--- src/rtl/dreq_pkg.sv ---
package dreq_pkg;
  typedef enum logic [1:0] {
    ST_IDLE  = 2'd0,
    ST_WAIT  = 2'd1,
    ST_READ  = 2'd2,
    ST_WRITE = 2'd3
  } xfer_st_t;
endpackage

--- src/rtl/dreq_sync.sv ---
module dreq_sync #(
  parameter int STAGES  = 2,
  parameter bit RST_VAL = 1'b1
) (
  input  logic clk,
  input  logic rst_n,
  input  logic d,
  output logic q
);
  logic [STAGES-1:0] sr;

  always_ff @(posedge clk or negedge rst_n) begin
    if (!rst_n) sr <= {STAGES{RST_VAL}};
    else        sr <= {sr[STAGES-2:0], d};
  end

  assign q = sr[STAGES-1];
endmodule

--- src/rtl/dreq_arm.sv ---
// Enable bit, acceptance arming and the held pending request.
module dreq_arm (
  input  logic clk,
  input  logic rst_n,
  input  logic req_s,     // synchronized line, active low
  input  logic en_wr,
  input  logic en_wdata,
  input  logic idle,
  input  logic start,
  input  logic wr_done,
  input  logic last,
  output logic en_q,
  output logic pending
);
  logic armed, seen_high;

  always_ff @(posedge clk or negedge rst_n) begin
    if (!rst_n) begin
      en_q      <= 1'b0;
      armed     <= 1'b0;
      pending   <= 1'b0;
      seen_high <= 1'b0;
    end else begin
      if (start) begin
        pending   <= 1'b0;
        armed     <= 1'b0;
        seen_high <= 1'b0;
      end else if (wr_done) begin
        seen_high <= 1'b0;
        if (last) begin
          en_q  <= 1'b0;
          armed <= 1'b0;
        end else begin
          armed <= seen_high | req_s;
        end
      end else begin
        if (!idle && req_s) seen_high <= 1'b1;
        if (idle && en_q && !armed && req_s) armed <= 1'b1;
        if (en_q && armed && !req_s) pending <= 1'b1;
      end
      if (en_wr) begin
        en_q <= en_wdata;
        if (en_wdata && idle) armed <= 1'b1;
        if (!en_wdata) begin
          pending <= 1'b0;
          armed   <= 1'b0;
        end
      end
    end
  end
endmodule

--- src/rtl/dreq_xfer.sv ---
// Arbitration wait, read cycle, write cycle, count and addresses.
module dreq_xfer
  import dreq_pkg::*;
#(
  parameter int AW       = 16,
  parameter int DW       = 16,
  parameter int CW       = 16,
  parameter int WAIT_CYC = 3
) (
  input  logic          clk,
  input  logic          rst_n,
  input  logic          pending,
  input  logic          en_set,
  input  logic          cnt_load,
  input  logic [CW-1:0] cnt_val,
  input  logic [AW-1:0] src_base,
  input  logic [AW-1:0] dst_base,
  input  logic          rd_rdy,
  input  logic [DW-1:0] rd_data,
  input  logic          wr_rdy,
  output logic          idle,
  output logic          start,
  output logic          wr_done,
  output logic          last,
  output logic          bus_req,
  output logic          rd_stb,
  output logic          wr_stb,
  output logic [AW-1:0] src_addr,
  output logic [AW-1:0] dst_addr,
  output logic [DW-1:0] wr_data,
  output logic          done
);
  localparam int WW = $clog2(WAIT_CYC + 1);

  xfer_st_t      st;
  logic [WW-1:0] wcnt;
  logic [CW-1:0] cnt;

  assign idle    = (st == ST_IDLE);
  assign start   = idle && pending;
  assign wr_done = (st == ST_WRITE) && wr_rdy;
  assign last    = (cnt == CW'(1));
  assign bus_req = !idle;
  assign rd_stb  = (st == ST_READ);
  assign wr_stb  = (st == ST_WRITE);

  always_ff @(posedge clk or negedge rst_n) begin
    if (!rst_n) begin
      st       <= ST_IDLE;
      wcnt     <= '0;
      cnt      <= '0;
      src_addr <= '0;
      dst_addr <= '0;
      wr_data  <= '0;
      done     <= 1'b0;
    end else begin
      if (cnt_load) begin
        cnt      <= cnt_val;
        src_addr <= src_base;
        dst_addr <= dst_base;
        done     <= 1'b0;
      end
      if (en_set) done <= 1'b0;
      case (st)
        ST_IDLE: if (pending) begin
          st   <= ST_WAIT;
          wcnt <= '0;
        end
        ST_WAIT: begin
          if (wcnt == WW'(WAIT_CYC - 1)) st <= ST_READ;
          else                           wcnt <= wcnt + 1'b1;
        end
        ST_READ: if (rd_rdy) begin
          wr_data <= rd_data;
          st      <= ST_WRITE;
        end
        ST_WRITE: if (wr_rdy) begin
          st       <= ST_IDLE;
          cnt      <= cnt - 1'b1;
          src_addr <= src_addr + 1'b1;
          dst_addr <= dst_addr + 1'b1;
          if (last) done <= 1'b1;
        end
        default: st <= ST_IDLE;
      endcase
    end
  end
endmodule

--- src/rtl/dreq_dma_front.sv ---
module dreq_dma_front #(
  parameter int AW       = 16,
  parameter int DW       = 16,
  parameter int CW       = 16,
  parameter int WAIT_CYC = 3,
  parameter int SYNC_STG = 2
) (
  input  logic          clk,
  input  logic          rst_n,
  input  logic          req_n,
  input  logic          en_wr,
  input  logic          en_wdata,
  input  logic          cnt_load,
  input  logic [CW-1:0] cnt_val,
  input  logic [AW-1:0] src_base,
  input  logic [AW-1:0] dst_base,
  output logic          bus_req,
  output logic          rd_stb,
  input  logic          rd_rdy,
  output logic [AW-1:0] src_addr,
  input  logic [DW-1:0] rd_data,
  output logic          wr_stb,
  input  logic          wr_rdy,
  output logic [AW-1:0] dst_addr,
  output logic [DW-1:0] wr_data,
  output logic          done
);
  logic req_s, en_q, pending, idle, start, wr_done, last;

  dreq_sync #(.STAGES(SYNC_STG), .RST_VAL(1'b1)) u_sync (
    .clk(clk), .rst_n(rst_n), .d(req_n), .q(req_s)
  );

  dreq_arm u_arm (
    .clk(clk), .rst_n(rst_n), .req_s(req_s), .en_wr(en_wr), .en_wdata(en_wdata),
    .idle(idle), .start(start), .wr_done(wr_done), .last(last),
    .en_q(en_q), .pending(pending)
  );

  dreq_xfer #(.AW(AW), .DW(DW), .CW(CW), .WAIT_CYC(WAIT_CYC)) u_xfer (
    .clk(clk), .rst_n(rst_n), .pending(pending), .en_set(en_wr && en_wdata),
    .cnt_load(cnt_load), .cnt_val(cnt_val), .src_base(src_base), .dst_base(dst_base),
    .rd_rdy(rd_rdy), .rd_data(rd_data), .wr_rdy(wr_rdy),
    .idle(idle), .start(start), .wr_done(wr_done), .last(last),
    .bus_req(bus_req), .rd_stb(rd_stb), .wr_stb(wr_stb),
    .src_addr(src_addr), .dst_addr(dst_addr), .wr_data(wr_data), .done(done)
  );
endmodule

--- config.mk ---
export PLATFORM = sky130hd
export DESIGN_NAME = dreq_dma_front
export DESIGN_NICKNAME = d
export VERILOG_FILES = /design/src/rtl/dreq_pkg.sv /design/src/rtl/dreq_sync.sv /design/src/rtl/dreq_arm.sv /design/src/rtl/dreq_xfer.sv /design/src/rtl/dreq_dma_front.sv
export SDC_FILE = /design/constraint.sdc
export NUM_CORES = 1
export LEC_CHECK = 0
export CORE_ASPECT_RATIO = 0.75
export CORE_MARGIN = 10
export CORE_UTILIZATION = 40
export DETAILED_ROUTE_END_ITERATION = 16
export DONT_BUFFER_PORTS = 1
export GPL_ROUTABILITY_DRIVEN = 0
export HOLD_SLACK_MARGIN = 0.03
export PLACE_DENSITY = 0.57
export SYNTH_ARGS = -nofsm -noshare
export SYNTH_HDL_FRONTEND = slang
export SYNTH_SLANG_ARGS = --single-unit
--- constraint.sdc ---
create_clock -name clk -period 1.5 [get_ports clk]
set_input_delay 0.075 -clock clk [delete_from_list [all_inputs] [get_ports clk]]
set_output_delay 0.075 -clock clk [all_outputs]
set_load 0.01 [all_outputs]
# --- Yosys cells after proc, flatten, opt, wreduce, memory -nomap -nowiden ---
# Cells that the tools add are included.
word_totals:
  word_cells: 91
  inputBits: 72
  register_bits: 75
op_classes:
  n_eq_ne: 11
  n_mux: 41
  add_sub_neg: 4
  reduce_logical: 22
  bitwise: 1
ops:
  columns: ["operator", "n"]
  rows:
  - ["16-bit two-way mux", 9]
  - ["16-bit by 1-bit adder with 16-bit output, second input constant", 2]
  - ["1-bit two-way mux", 24]
  - ["16-bit by 1-bit equality test with 1-bit output, second input constant", 1]
  - ["16-bit by 1-bit subtractor with 16-bit output, second input constant", 1]
  - ["2-bit two-way mux", 6]
  - ["1-bit logical AND", 10]
  - ["2-bit one-hot mux with 4 select lines", 1]
  - ["2-bit equality test, second input constant", 3]
  - ["2-bit by 1-bit != test with 1-bit output, second input constant", 3]
  - ["2-bit != test, second input constant", 3]
  - ["3-bit AND reduction", 2]
  - ["2-bit nonzero test", 3]
  - ["2-bit one-hot mux with 2 select lines", 1]
  - ["4-bit AND reduction", 1]
  - ["1-bit zero test", 3]
  - ["3-bit nonzero test", 1]
  - ["2-bit by 1-bit adder with 2-bit output, second input constant", 1]
  - ["2-bit by 1-bit equality test with 1-bit output, second input constant", 1]
  - ["2-bit zero test", 1]
  - ["2-bit AND reduction", 1]
  - ["1-bit OR", 1]

# --- Logic depth before layout (Yosys ltp) ---
# Gate-level depths: netlist of the first run.
logic_depth:
  word_depth: 10
  depth_mapped: 8

# --- Modules after synthesis ---
# From an unflattened synthesis of the first run, not the netlist that was laid out.
unflattened:
  cells_unflattened: 416
  area_unflattened_um2: 4006.3
by_module_without_submodules:
  columns: ["module", "cells_each", "instances", "area_each_um2"]
  rows:
  - ["dreq_xfer", 391, 1, 3742.3]
  - ["dreq_arm", 22, 1, 205.2]
  - ["dreq_sync", 2, 1, 52.6]
  - ["dreq_dma_front", 1, 1, 6.3]

# --- Worst setup path after synthesis of the first run ---
# No wires, ideal clock.
synth_path:
  kind: "register to register"
  start: "reg u_xfer.st[0]"
  end: "reg u_xfer.wr_data[10]"
  setup_slack_ps: -236
  required_ps: 1375
  arrival_ps: 1611
  path_stages_with_launch: 6
  path_buffers: 1
  setup_ps: 125
  path_cell_list: "dfrtp_1 > inv_1 > ha_1 > nand2_1 > clkbuf_1 > mux2_2"
synth_via:
  elab_chain_cells: 2
synth_lines:
  columns: ["item", "line_no", "rtl"]
  rows:
  - ["from (decl)", "dreq_xfer.sv:35", "xfer_st_t st;"]
  - ["from (signal assigned)", "dreq_xfer.sv:49", "st <= ST_IDLE;"]
  - ["from (signal assigned)", "dreq_xfer.sv:66", "st <= ST_WAIT;"]
  - ["from (signal assigned)", "dreq_xfer.sv:70", "if (wcnt == WW'(WAIT_CYC - 1)) st <= ST_READ;"]
  - ["2-bit equality test", null, null]
  - ["net rd_stb", "dreq_dma_front.sv:18", "output logic rd_stb,"]
  - ["2-bit AND reduction (no line)", null, null]
  - ["to (signal assigned)", "dreq_xfer.sv:74", "wr_data <= rd_data;"]
  - ["to (decl)", "dreq_xfer.sv:30", "output logic [DW-1:0] wr_data,"]
# The timed path passes the listed nets, and every way through them passes these cells.
# A chain may end at the register's enable or synchronous reset.

# --- Worst setup path in the final report of the first run ---
layout_path:
  start: "reg u_xfer.cnt[1]"
  end: "reg u_xfer.cnt[5]"
layout_via:
  elab_chain_cells: 3
layout_lines:
  columns: ["item", "line_no", "rtl"]
  rows:
  - ["from (decl)", "dreq_xfer.sv:37", "logic [CW-1:0] cnt;"]
  - ["from (signal assigned)", "dreq_xfer.sv:58", "cnt <= cnt_val;"]
  - ["from (signal assigned)", "dreq_xfer.sv:79", "cnt <= cnt - 1'b1;"]
  - ["16-bit by 1-bit subtractor with 16-bit output", "dreq_xfer.sv:79", null]
  - ["16-bit two-way mux", "dreq_xfer.sv:77", "ST_WRITE: if (wr_rdy) begin"]
  - ["16-bit two-way mux", "dreq_xfer.sv:64", "case (st)"]
# Every way passes these cells.

==> out/metrics.cfg, run 1 <==
[routing]
ant_nets=0
drt_iter0_markers=266
avgRoutedWirePerCell_um=20.0
via_per_inst=5.50
drc_errors=0
vias=3962
drt_pre_antenna_iters=4
wl_um=14400

[placement]
dp_slack_ps=-271
port_buffers=0
dp_hpwl_um=8610

[setup_path]
arrival_ps=1930
cp_common_cell=buf_4
worstSetupStartpointType=register
path_buf_inv=2
worstSetupEndpointType=register
crit_fanout=4
cpLargestDelayFamily=simple AND/OR/NAND/NOR gates
crit_slowest_cell=or4_4
cp_cell_sequence=buf_4, or4_4, buf_4, o32ai_2, nor2_1
crit_required_ps=1720
crit_type=register to register
slowest_delay_ps=600

[sta]
whs_ps=-569
fmax_ghz=0.586
final-setup-viol-count=50
skew_ps=6.94
timing.final.hold_violations=75
rsz0062_at_grt=true
maxSlewHeadroom_pct=59.7
worst_slew_pin_slew_ps=602
period_needed_ps=1710
worst_slack_ps=-207
fin_crit_sh_pct=114
maxSlewViolCount=0

[grt]
grt_pass1_wl_um=22300
grt_max_degree=76
grt_usage_pct=19.3
grt_remaining_overflow=0
grt_pass1_vias=4079
antenna_found_initial=1

[pwr]
powerDensity_nw_per_um2=1530
leakagePower_nw=2.87
irDropWorstVdd_mv=0.991

[clocking]
htreeDepth=3
cts_tree=done
cts_hold_buffers=69
cts.clk_slew.worst_paths_ps=60
clockBufferDepth=2
cts_sinks=75
root_buffer=clkbuf_16
numCtsBuffers=9
clk_latency_ps=340

[final_layout]
layout.nets=665
drive_gt1_share_pct=38.8
syn2layout_area_growth_pct=67.5
final_util_pct=68.3
fillers=733

[min_path]
hold_path.class=input pin to asynchronous set/reset pin

[die]
io_pins=124
fp.dieW_um=134
start_util_pct=40.8
fp.coreArea_sq_um=9620
rows=31
die-height_um=106
dieArea_sq_um=14200

[flow_run]
maxCapViolations=0

[yosys]
synth_cell_types=52
synth_async_sr_flop_share_pct=100
yosysWarnings=0
synth_fp_nets=490
synth_area_per_cell_sq_um=9.62
yosysSeqAreaShare_pct=47.9
syn_area_sq_um=3920
syn-instance-count=408
ys.flop_type=dfrtp_1
synth.ff_latch_count=75
synth_edf_count=0

[outcome]
outcome=complete, but fails checks
violations=hold timing, setup timing

[state kept, by name, indices dropped and copies added (netlist names)]
name and cells:
u_arm.armed 1, u_arm.en_q 1, u_arm.pending 1, u_arm.seen_high 1, u_sync.sr 2, u_xfer.cnt 16
u_xfer.done 1, u_xfer.dst_addr 16, u_xfer.src_addr 16, u_xfer.st 2, u_xfer.wcnt 2, u_xfer.wr_data 16
[cells in the final DEF, fill, tap and decap left out, drive strengths merged, types with 16 or more instances in the layout]
master and instances:
o21ai 29, nor2 36, mux2 16, buf 112, a21oi 30, dfrtp 73, inv 18, nand3 19
dlygate4sd3 69, nor3 16, a211oi 16, nand2 42
[area by class of cell]
type	instances	area [sq um]	share of cell area [%]
Antenna cell	1	2.50	0.0381
Clock buffer	11	243	3.69
Clock inverter	5	52.6	0.800
Inverter	18	72.6	1.10
Multi-Input combinational cell	297	2370	36.1
Sequential cell	75	1880	28.6
Tap cell	132	165	2.51
Timing Repair Buffer	182	1790	27.2
[per-stage QoR]
step	TNS (ps)	power [mW]	hold slack, ps	area (sq um)	std cells
finish	-5530	10.1	-569	6570	721
global route	-9300	10.6	-579	6570	721
detailed placement	-2700	6.55	-216	4790	609
global placement	-1800	6.48	-216	4790	609
CTS	-2670	9.62	-577	6250	711
floorplan	-847	5.09	-221	4030	408
[kinds of logic (layout without fill, tap and decap cells)]
group                    Yosys count  count (layout)  synth area share [%]
AND/OR/NAND/NOR                  146             148                  19.8
XOR/XNOR                           1               1                 0.223
flip-flops                        75              75                  47.9
AO/OA/AOI/OAI                    117             117                  19.1
other                              0               1                     0
adder cells (fa/ha/maj)           10              10                  3.19
buffers and inverters             38             216                  3.89
multiplexers                      21              21                  5.87
[per-layer routing]
layer  track usage, %  vias to the layer above  part of all wire [%]
li1                 -                     1857                     -
met1             24.4                     1940                    42
met2             31.3                      140                    49
met3             6.12                       25                   6.7
met4             5.19                        0                   1.9
met5                0                        -                     0
[synth_stat cells (2+ instances only)]
master / count / area, sq um
nor4_2: 3 / 37.5
o211a_1: 2 / 20.0
a31oi_1: 3 / 18.8
a21oi_1: 30 / 150
a311oi_1: 9 / 78.8
a22oi_1: 3 / 22.5
inv_1: 18 / 67.6
dfrtp_1: 73 / 1830
a21o_1: 2 / 15.0
mux2i_1: 5 / 50.1
buf_2: 7 / 35.0
nand2b_1: 3 / 18.8
dfstp_2: 2 / 52.6
o22ai_1: 12 / 75.1
o21ai_0: 28 / 140
and4_1: 4 / 35.0
nor3_2: 3 / 30.0
mux2_2: 16 / 180
nand3_1: 19 / 95.1
and2_1: 3 / 18.8
ha_1: 10 / 125
a22o_1: 2 / 17.5
clkbuf_1: 12 / 45.0
nor2_1: 35 / 131
nor2b_1: 4 / 25.0
nand4_1: 5 / 31.3
a211oi_1: 15 / 113
or4_4: 2 / 22.5
nand2_1: 42 / 158
o211ai_1: 3 / 22.5
nor3_1: 12 / 60.1
[what timing repair did]
item,in CTS,in global routing
gates cloned,6,0
pin swaps,31,29
endpoints found under the hold margin,144,75
buffers inserted,12,13
setup endpoints to repair,49,68
gates resized for setup,71,56
[report_power, final]
part,internal (mW),switching [mW]
clock network,1.33,0.862
registers,2.66,0.707
logic,2.44,2.08
[worst paths after layout]
check | startpoint | cells after the start | slack (ps) | end
max | u_xfer.cnt[1] | 5 | -210 | u_xfer.cnt[5]
min | rst_n | 0 | -570 | u_xfer.cnt[9]
max reg2reg | u_xfer.cnt[1] | 5 | -210 | u_xfer.cnt[5]
min reg2reg | u_sync.sr[0] | 0 | 360 | u_sync.sr[1]
max in group asynchronous | rst_n | 0 | 1870 | u_sync.sr[1]
min in group clk | cnt_load | 3 | 80 | u_xfer.src_addr[10]
(Power assumes the default switching activity.)
==> inputs of run 2 (changes only) <==
--- a/config.mk
+++ b/config.mk
@@ -5,6 +5,7 @@
 export SDC_FILE = /design/constraint.sdc
 export NUM_CORES = 1
 export LEC_CHECK = 0
+export ABC_AREA = 1
 export CORE_ASPECT_RATIO = 0.75
 export CORE_MARGIN = 10
 export CORE_UTILIZATION = 40
==> out/metrics.cfg, run 2 <==
[outcome]
violations=hold timing  ; was hold timing, setup timing
outcome=complete, but fails checks  ; unchanged

[yosys]
synth_cell_types=36  ; was 52
synthAdderAreaFrac_pct=2.75  ; was 3.19%
synth.area.mux_share_pct=3.95  ; was 5.87%
yosysWarnings=0  ; unchanged
yosysSeqAreaShare_pct=41.3  ; was 47.9%
synth_area_per_cell_sq_um=7.64  ; was 9.62 sq um
synth_top_area_share_pct=40.1  ; was 46.6%
yosysMostFrequentCell=nand2_1  ; was dfrtp_1
synth_edf_count=0  ; unchanged
ys.flop_type=dfrtp_1  ; unchanged
syn_area_sq_um=4560  ; was 3920 sq um
synth_compound_area_share_pct=14.9  ; was 19.1%
synth_fp_nets=678  ; was 490
syn-instance-count=596  ; was 408
synth_top_family_by_area=simple AND/OR/NAND/NOR gates  ; unchanged
synth.ff_latch_count=75  ; unchanged
netlist.top_cell.by_area=dfrtp_1  ; unchanged
synth_area_leaders=dfrtp_1 (40%), nand2_1 (10%), nor2_1 (6.2%), o21ai_0 (5.6%), inv_1 (5.1%)  ; was dfrtp_1 (47%), mux2_2 (4.6%), nand2_1 (4.0%), a21oi_1 (3.8%), o21ai_0 (3.6%)
synth_async_sr_flop_share_pct=100  ; unchanged
synth_xor_xnor_area_share_pct=1.54  ; was 0.223%
synth_common_cells=nand2_1 (124), nor2_1 (75), dfrtp_1 (73)  ; was dfrtp_1 (73), nand2_1 (42), nor2_1 (35)
synth-simple-area-share_pct=26.7  ; was 19.8%

[sta]
fmax_ghz=0.680  ; was 0.586 GHz
rsz0062_at_grt=true  ; unchanged
timing.final.hold_violations=75  ; unchanged
fin_crit_sh_pct=98.1  ; was 114%
skew_ps=6.35  ; was 6.94 ps
maxSlewHeadroom_pct=75.0  ; was 59.7%
whs_ps=-570  ; was -569 ps
maxSlewViolCount=0  ; unchanged
period_needed_ps=1470  ; was 1710 ps
worst_slack_ps=28.4  ; was -207 ps
final-setup-viol-count=0  ; was 50
worst_slew_pin_slew_ps=375  ; was 602 ps

[clocking]
htreeDepth=3  ; unchanged
clockBufferDepth=2  ; unchanged
cts_tree=done  ; unchanged
cts.clk_slew.worst_paths_ps=70  ; was 60 ps
clk_latency_ps=340  ; about the same
numCtsBuffers=9  ; unchanged
cts_hold_buffers=69  ; unchanged
root_buffer=clkbuf_16  ; unchanged
cts_sinks=75  ; unchanged

[placement]
dp_slack_ps=-28.3  ; was -271 ps
port_buffers=0  ; unchanged
dp_hpwl_um=9600  ; was 8610 um

[grt]
grt_pass1_wl_um=22500  ; was 22300 um
antenna_found_initial=0  ; was 1
grt_pass1_vias=4297  ; was 4079
grt_remaining_overflow=0  ; unchanged
grt_max_degree=76  ; unchanged
grt_usage_pct=17.0  ; was 19.3%

[setup_path]
arrival_ps=1730  ; was 1930 ps
worstSetupStartpointType=register  ; unchanged
crit_required_ps=1760  ; was 1720 ps
worstSetupEndpointType=register  ; unchanged
crit_type=register to register  ; unchanged
crit_fanout=11  ; was 4

[die]
io_pins=124  ; unchanged
die-height_um=112  ; was 106 um
fp.coreArea_sq_um=11000  ; was 9620 sq um
rows=33  ; was 31
start_util_pct=41.3  ; was 40.8%
dieArea_sq_um=16100  ; was 14200 sq um
fp.dieW_um=143  ; was 134 um

[pwr]
irDropWorstVdd_mv=0.937  ; was 0.991 mV
powerDensity_nw_per_um2=1670  ; was 1530 nW/um^2
leakagePower_nw=2.82  ; was 2.87 nW

[final_layout]
fillers=1004  ; was 733
layout.nets=781  ; was 665
antenna_cells=0  ; was 1
syn2layout_area_growth_pct=35.3  ; was 67.5%
final_util_pct=55.9  ; was 68.3%
drive_gt1_share_pct=19.3  ; was 38.8%
final_common_cell=nand2_1  ; was buf_4
final_cell_mix=nand2_1 (119), dfrtp_1 (70), nor2_1 (69)  ; was buf_4 (81), dfrtp_1 (73), dlygate4sd3_1 (69)

[routing]
drt_pre_antenna_iters=5  ; was 4
drc_errors=0  ; unchanged
via_per_inst=5.17  ; was 5.50
wl_um=14000  ; was 14400 um
drt_iter0_markers=310  ; was 266
vias=4367  ; was 3962
avgRoutedWirePerCell_um=16.6  ; was 20.0 um
ant_nets=0  ; unchanged

[min_path]
hold_path.class=input pin to asynchronous set/reset pin  ; unchanged

[flow_run]
maxCapViolations=0  ; unchanged

-- run 2: cell count changes in the layout (fill, tap and decap cells not counted), sizes merged, moves of 5 or more --
cell	change
and2	-5
o22ai	-5
nand3	+25
mux2i	-5
buf	-68
a21oi	+11
nor2	+49
o211ai	+6
nand2	+90
a211oi	-13
nor3	-10
inv	+51
a311oi	-10
o21ai	+31
-- run 2: final cells by class --
type / count / area (sq um) / share of cell area, %
clock buffer: 9 / 225 / 3.65
clock inverter: 7 / 106 / 1.73
inverter: 65 / 249 / 4.04
multi-input combinational: 434 / 2380 / 38.7
sequential: 75 / 1880 / 30.6
tap: 140 / 175 / 2.84
timing repair buffer: 114 / 1140 / 18.5
-- run 2: final timing paths --
path                                             to  cells past startpoint  slack [ps]         start
worst max-delay path                  u_xfer.cnt[4]                      8          30  u_xfer.st[1]
worst min-delay path            u_xfer.dst_addr[15]                      0        -570         rst_n
worst max register to register        u_xfer.cnt[4]                      8          30  u_xfer.st[1]
worst min register to register         u_sync.sr[1]                      0         360  u_sync.sr[0]
max in group asynchronous              u_sync.sr[0]                      0        1860         rst_n
min in group clk                      u_xfer.cnt[2]                      4          70        wr_rdy
-- run 2: cells by family (layout without fill, tap and decap cells) --
logic type	count (synthesis)	in the layout
multiplexers	16	16
AND/OR/NAND/NOR	275	275
flip-flops	75	75
XOR/XNOR	8	8
adder cells (fa/ha/maj)	10	10
buffers and inverters	87	195
AO/OA/AOI/OAI	125	125
-- run 2: where the power goes --
group	switching [mW]	internal (mW)	leakage [nW]
Combinational	2.27	1.87	1.78
Clock	0.941	1.49	0.163
Sequential	0.925	2.78	0.877
Total	4.14	6.14	2.82
-- run 2: through the flow --
stage / total power, mW / setup TNS (ps) / area [sq um] / instances
finish: 10.3 / 0 / 6160 / 844
global route: 11.1 / -269 / 6160 / 844
CTS: 9.88 / 0 / 5910 / 833
detailed placement: 7.19 / -231 / 4860 / 748
global placement: 7.05 / 0 / 4860 / 748
floorplan: 6.01 / 0 / 4560 / 596
-- run 2: layer usage --
metal  vias up  routed length [um]  global-route usage, %  share of wire, %
li1       2170                   -                      -                 -
met1      2039                6410                   22.9                46
met2       146                6160                   25.1                44
met3        12                1320                   6.66               9.4
met4         0                  97                   3.73              0.69
met5         -                   0                      0                 0
-- run 2: timing repair --
item	4_1_cts	5_1_grt
pin swaps	0	10
resized for setup	4	48
hold endpoints to repair	144	75
endpoints found under the setup margin	22	43
setup buffers	0	9
gates cloned	0	2
-- run 2: worst max-delay path, cell delays in order (launching register included) --
cell	delay (ps)
dfrtp_1	400
buf_4	150
ha_4	170
nand2_4	90
buf_12	140
buf_12	110
clkbuf_16	140
nor2_1	50
a32oi_1	140
